===== src/rtl/thermal_pkg.sv =====
package thermal_pkg;
  localparam int BYTE_W    = 8;
  localparam int EIGHTHS_W = 3;
  localparam int PAD_W     = BYTE_W - EIGHTHS_W;
  localparam int ORDER_BIT = 5;
  localparam int NUM_LIM   = 2;

  // Host-visible indexes
  localparam logic [BYTE_W-1:0] IDX_LIVE_INT  = 8'h01;
  localparam logic [BYTE_W-1:0] IDX_STATUS    = 8'h02;
  localparam logic [BYTE_W-1:0] IDX_CONFIG    = 8'h03;
  localparam logic [BYTE_W-1:0] IDX_HI_INT    = 8'h07;
  localparam logic [BYTE_W-1:0] IDX_LO_INT    = 8'h08;
  localparam logic [BYTE_W-1:0] IDX_LIVE_FRAC = 8'h10;
  localparam logic [BYTE_W-1:0] IDX_HI_FRAC   = 8'h13;
  localparam logic [BYTE_W-1:0] IDX_LO_FRAC   = 8'h14;
  localparam logic [BYTE_W-1:0] IDX_REV       = 8'hFF;

  typedef struct packed {
    logic [BYTE_W-1:0]    whole;
    logic [EIGHTHS_W-1:0] eighths;
  } temp_t;
endpackage


===== src/rtl/thermal_limit_reg.sv =====
module thermal_limit_reg
  import thermal_pkg::*;
#(
  parameter logic [BYTE_W-1:0]    RST_INT     = '0,
  parameter logic [EIGHTHS_W-1:0] RST_EIGHTHS = '0
) (
  input  logic              clk,
  input  logic              rst_n,
  input  logic              wr_int,
  input  logic              wr_frac,
  input  logic [BYTE_W-1:0] wdata,
  output temp_t             lim
);
  always_ff @(posedge clk or negedge rst_n) begin
    if (!rst_n) begin
      lim.whole   <= RST_INT;
      lim.eighths <= RST_EIGHTHS;
    end else begin
      if (wr_int)  lim.whole   <= wdata;
      if (wr_frac) lim.eighths <= wdata[BYTE_W-1 -: EIGHTHS_W];
    end
  end
endmodule


===== src/rtl/thermal_snapshot.sv =====
module thermal_snapshot
  import thermal_pkg::*;
(
  input  logic  clk,
  input  logic  rst_n,
  input  logic  order,
  input  temp_t live,
  input  logic  capture,
  input  logic  release_i,
  output logic  held,
  output temp_t snap
);
  logic order_q;

  always_ff @(posedge clk or negedge rst_n) begin
    if (!rst_n) begin
      order_q <= 1'b0;
      held    <= 1'b0;
      snap    <= '0;
    end else begin
      order_q <= order;
      if (capture) begin
        held <= 1'b1;
        snap <= live;
      end else if (release_i || (order != order_q)) begin
        held <= 1'b0;
      end
    end
  end
endmodule


===== src/rtl/thermal_regbank.sv =====
module thermal_regbank
  import thermal_pkg::*;
#(
  parameter logic [BYTE_W-1:0]    REV_ID         = 8'h04,
  parameter logic [BYTE_W-1:0]    HI_RST_INT     = 8'd95,
  parameter logic [EIGHTHS_W-1:0] HI_RST_EIGHTHS = 3'd0,
  parameter logic [BYTE_W-1:0]    LO_RST_INT     = 8'd5,
  parameter logic [EIGHTHS_W-1:0] LO_RST_EIGHTHS = 3'd4
) (
  input  logic                 clk,
  input  logic                 rst_n,
  input  logic                 rd_order,
  input  logic                 upd_valid,
  output logic                 upd_ready,
  input  logic [BYTE_W-1:0]    upd_int,
  input  logic [EIGHTHS_W-1:0] upd_eighths,
  input  logic [BYTE_W-1:0]    reg_addr,
  input  logic                 reg_rd,
  input  logic                 reg_wr,
  input  logic [BYTE_W-1:0]    reg_wdata,
  output logic [BYTE_W-1:0]    reg_rdata
);
  temp_t live;
  temp_t snap;
  logic  snap_held;
  temp_t lim [NUM_LIM];
  logic [BYTE_W-1:0] hi_lim_int;
  logic [BYTE_W-1:0] rd_next;
  logic first_rd, second_rd;

  assign upd_ready = 1'b1;

  always_ff @(posedge clk or negedge rst_n) begin
    if (!rst_n) live <= '0;
    else if (upd_valid && upd_ready) begin
      live.whole   <= upd_int;
      live.eighths <= upd_eighths;
    end
  end

  for (genvar g = 0; g < NUM_LIM; g++) begin : g_lim
    localparam logic [BYTE_W-1:0] I_IDX = (g == 0) ? IDX_HI_INT : IDX_LO_INT;
    localparam logic [BYTE_W-1:0] F_IDX = (g == 0) ? IDX_HI_FRAC : IDX_LO_FRAC;
    thermal_limit_reg #(
      .RST_INT    ((g == 0) ? HI_RST_INT : LO_RST_INT),
      .RST_EIGHTHS((g == 0) ? HI_RST_EIGHTHS : LO_RST_EIGHTHS)
    ) u_lim (
      .clk    (clk),
      .rst_n  (rst_n),
      .wr_int (reg_wr && (reg_addr == I_IDX)),
      .wr_frac(reg_wr && (reg_addr == F_IDX)),
      .wdata  (reg_wdata),
      .lim    (lim[g])
    );
  end

  assign hi_lim_int = lim[0].whole;

  assign first_rd  = reg_rd && (reg_addr == (rd_order ? IDX_LIVE_FRAC : IDX_LIVE_INT));
  assign second_rd = reg_rd && (reg_addr == (rd_order ? IDX_LIVE_INT : IDX_LIVE_FRAC));

  thermal_snapshot u_snap (
    .clk      (clk),
    .rst_n    (rst_n),
    .order    (rd_order),
    .live     (live),
    .capture  (first_rd),
    .release_i(second_rd),
    .held     (snap_held),
    .snap     (snap)
  );

  always_comb begin
    rd_next = '0;
    case (reg_addr)
      IDX_LIVE_INT:  rd_next = (rd_order && snap_held) ? snap.whole : live.whole;
      IDX_LIVE_FRAC: rd_next = {((!rd_order && snap_held) ? snap.eighths : live.eighths),
                                {PAD_W{1'b0}}};
      IDX_STATUS:    rd_next = '0;
      IDX_CONFIG:    rd_next = BYTE_W'(rd_order) << ORDER_BIT;
      IDX_HI_INT:    rd_next = lim[0].whole;
      IDX_HI_FRAC:   rd_next = {lim[0].eighths, {PAD_W{1'b0}}};
      IDX_LO_INT:    rd_next = lim[1].whole;
      IDX_LO_FRAC:   rd_next = {lim[1].eighths, {PAD_W{1'b0}}};
      IDX_REV:       rd_next = REV_ID;
      default:       rd_next = '0;
    endcase
  end

  always_ff @(posedge clk or negedge rst_n) begin
    if (!rst_n)      reg_rdata <= '0;
    else if (reg_rd) reg_rdata <= rd_next;
  end
endmodule


===== config.mk =====
export PLATFORM = sky130hd
export DESIGN_NAME = thermal_regbank
export DESIGN_NICKNAME = d
export VERILOG_FILES = /design/src/rtl/thermal_pkg.sv /design/src/rtl/thermal_limit_reg.sv /design/src/rtl/thermal_snapshot.sv /design/src/rtl/thermal_regbank.sv
export SDC_FILE = /design/constraint.sdc
export NUM_CORES = 1
export LEC_CHECK = 0
export ABC_AREA = 1
export BUFFER_PORTS_ARGS = -buffer_cell sky130_fd_sc_hd__buf_4
export CORE_MARGIN = 3
export CORE_UTILIZATION = 57
export DETAILED_ROUTE_END_ITERATION = 10
export PLACE_DENSITY = 0.86
export SLEW_MARGIN = 20
export SYNTH_ARGS = -nofsm -noshare
export SYNTH_HDL_FRONTEND = slang
export SYNTH_SLANG_ARGS = --single-unit
export TNS_END_PERCENT = 50

===== constraint.sdc =====
create_clock -name clk -period 3.35 [get_ports clk]
set_clock_uncertainty 0.1 [all_clocks]
set_input_delay 0.8375 -clock clk [delete_from_list [all_inputs] [get_ports clk]]
set_output_delay 0.8375 -clock clk [all_outputs]
set_load 0.05 [all_outputs]

==> results.cfg <==
[outcome]
status = finished clean

[timing]
setup_viol = 0
worst_pin_slew_ns = 0.7330
finalSetupTns_ns = 0
hold_viol = 0
hold_ws_ns = 0.3805
drv_slew = 0
setup_ws_ns = 0.9706
max_slew_margin_pct = 50.95
rsz0062_at_grt = false
period_needed_ns = 2.379
finalCritPeriodShare_pct = 71.03
fmax_ghz = 0.4203

[logic_synthesis]
synth_warnings = 0
synth_edf_count = 0
syn_area_per_cell_um2 = 7.854
synth.most_common_cell = nand2_1
synth.top_cells.by_count = 128 x nand2_1, 45 x dfrtp_1, 37 x nand3_1
async_flop_share_pct = 100.0
synth-seq-cells = 54
syn_area_um2 = 2780
seq_area_frac_synth_pct = 49.01
synthCells = 354
yosys.area.top_type = dfrtp_1
synthFlopType = dfrtp_1
synth_area_leaders = dfrtp_1 41%, nand2_1 17%, dfstp_2 8.5%, nand3_1 6.7%, o21ai_0 5.0%
yosysUniqueCellTypes = 30
synth_top_area_share_pct = 40.50
synth_fp_nets = 387

[drt]
drt-total-wl_um = 5687
vias_per_cell = 5.093
drc = 0
drtPass1Iterations = 4
vias = 2307
drt_iter0_drc = 184
wire_per_inst_um = 12.55
ant_nets = 0

[power]
swShare_pct = 26.00
p_sw_mw = 0.3219
leakagePower_nw = 1.693
p_comb_share_pct = 12.6
power.share.sequential_pct = 57.5
p_per_area_nw_per_um2 = 391.6
intPower_mw = 0.9162
p_clk_share_pct = 29.9
ir_drop_mv = 0.2405

[global_routing]
grt_pass1_vias = 2121
overflow = 0
grt_util_all_layers_pct = 21.69
grt_pass1_wl_um = 9418
antenna_found_initial = 0
grt_max_degree = 55

[floorplanning]
rows = 24
initial_core_util_pct = 61.31
die_w_um = 75.84
die_h_um = 75.84
die_area_um2 = 5752
boundaryPins = 42
core_um2 = 4534

[clock_tree]
cts_hold_buf = 0
cts_root_buf = clkbuf_8
post_cts_resized = 0
cts_tree = yes
clock_sinks = 54
clkTransAtPathRegs_ns = 0.09
cts_buffer_depth = 2
cts_setup_buffers = 0
htree_levels = 2
clock_latency_ns = 0.30
cts-buffers-inserted = 5

[finish]
fin_area_um2 = 3162
multiInputGateArea_um2 = 1200
nFillCells = 381
regArea_um2 = 1363
drive_gt1_share_pct = 21.39
antenna_cells = 0
syn_to_final_growth_pct = 13.73
final_cells = 453
fin_nets = 420

[setup_path]
cp_cell_sequence = buf_4, nor2_1, nand3_1, nor2_1, nand2_1, nand2_1, o21ai_0
path_class = in -> reg
worst_ep_required_time_ns = 3.44
cp-end-kind = register
worstSetupStartpointType = input pin
cp_slowest_stage_delay_ns = 0.58
cp.arrival_ns = 2.47
slowest_stage = nor2_1
cp_max_fo = 11

[place]
hpwlAfterDp_um = 4254
pre_cts_ws_ns = 0.6961
post-place-cells = 445
port_buffers = 40
placed_area_um2 = 3067
gp_congestion = 0.9334

[worst_hold_path]
hp-class = reg -> reg

[job]
maxCapViolCount = 0
## critical path: cells and delay by family
kind / cells / cell delay (ns)
AOI/OAI and AO/OA: 1 / 0.09
buffers and inverters: 1 / 0.12
and+or+nand+nor: 5 / 1.40
## power by group through the flow
stage / Combinational (mW) / Clock, mW / Sequential (mW)
2_1_floorplan: 0.0944 / 0 / 0.719
3_3_place_gp: 0.153 / 0 / 0.723
3_5_place_dp: 0.156 / 0 / 0.724
4_1_cts: 0.158 / 0.373 / 0.712
5_1_grt: 0.178 / 0.397 / 0.716
6_report: 0.156 / 0.370 / 0.712
## cell families (layout without fill, tap and decap cells)
| logic type | Yosys count | after routing | share of synthesized area, % |
|---|---|---|---|
| flops | 54 | 54 | 49.01 |
| simple gates | 206 | 206 | 32.63 |
| xor+xnor | 2 | 2 | 0.6302 |
| compound gates | 45 | 45 | 9.766 |
| buf+inv | 46 | 80 | 7.831 |
| other cells | 1 | 1 | 0.1349 |
## final cells by class
| cell class | count | share of cell area [%] |
|---|---|---|
| Sequential cell | 54 | 43.09 |
| Clock buffer | 6 | 2.612 |
| Clock inverter | 2 | 0.3957 |
| Timing Repair Buffer | 40 | 9.497 |
| Multi-Input combinational cell | 254 | 37.95 |
| Tap cell | 65 | 2.572 |
| Inverter | 32 | 3.878 |
## per-stage QoR
stage / total power, mW / utilization, %
after floorplan: 0.8138 / -
after global placement: 0.8760 / 67.63
after detailed placement: 0.8802 / 67.63
after CTS: 1.243 / 69.73
after global routing: 1.291 / 69.73
final: 1.238 / 69.73
## flip-flops by register name, indices dropped and copies added, names as in the netlist
| register | count |
|---|---|
| u_snap.snap | 11 |
| live | 11 |
| u_snap.held | 1 |
| reg_rdata | 8 |
| u_snap.order_q | 1 |
| g_lim.u_lim.lim | 22 |
## routing by layer
metal,up-vias,global-route usage (%),part of all wire (%)
li1,1189,-,-
met1,1039,31.36,47
met2,68,33.27,46
met3,11,3.166,5.4
met4,0,7.961,1.7
met5,-,0,0
## cell usage in the layout (no fill, tap or decap), types with 2 or more instances in the layout
cell / instances
nor3_1: 3
buf_4: 40
o21ai_2: 10
nor2_2: 4
nand3_1: 37
nor2_1: 23
dfstp_2: 9
nand2_1: 128
nand2_2: 4
clkbuf_8: 6
nor2_4: 2
o21ai_0: 28
dfrtp_1: 45
inv_1: 31
a21oi_1: 3
## worst paths after layout
| check | startpoint | to | slack (ns) | cells after the start |
|---|---|---|---|---|
| setup / recovery | reg_addr[7] | g_lim[1].u_lim.lim[9]$_DFFE_PN0P_ | 0.97 | 7 |
| hold / removal | g_lim[1].u_lim.lim[7]$_DFFE_PN0P_ | g_lim[1].u_lim.lim[7]$_DFFE_PN0P_ | 0.38 | 2 |
| setup reg to reg | u_snap.held$_DFFE_PN0P_ | reg_rdata[6]$_DFFE_PN0P_ | 1.80 | 9 |
| hold reg to reg | g_lim[1].u_lim.lim[7]$_DFFE_PN0P_ | g_lim[1].u_lim.lim[7]$_DFFE_PN0P_ | 0.38 | 2 |
| max in group asynchronous | rst_n | reg_rdata[1]$_DFFE_PN0P_ | 2.26 | 1 |
| min in group asynchronous | rst_n | u_snap.snap[0]$_DFFE_PN0P_ | 0.44 | 1 |
No activity file was read; power rests on OpenSTA's default activity.
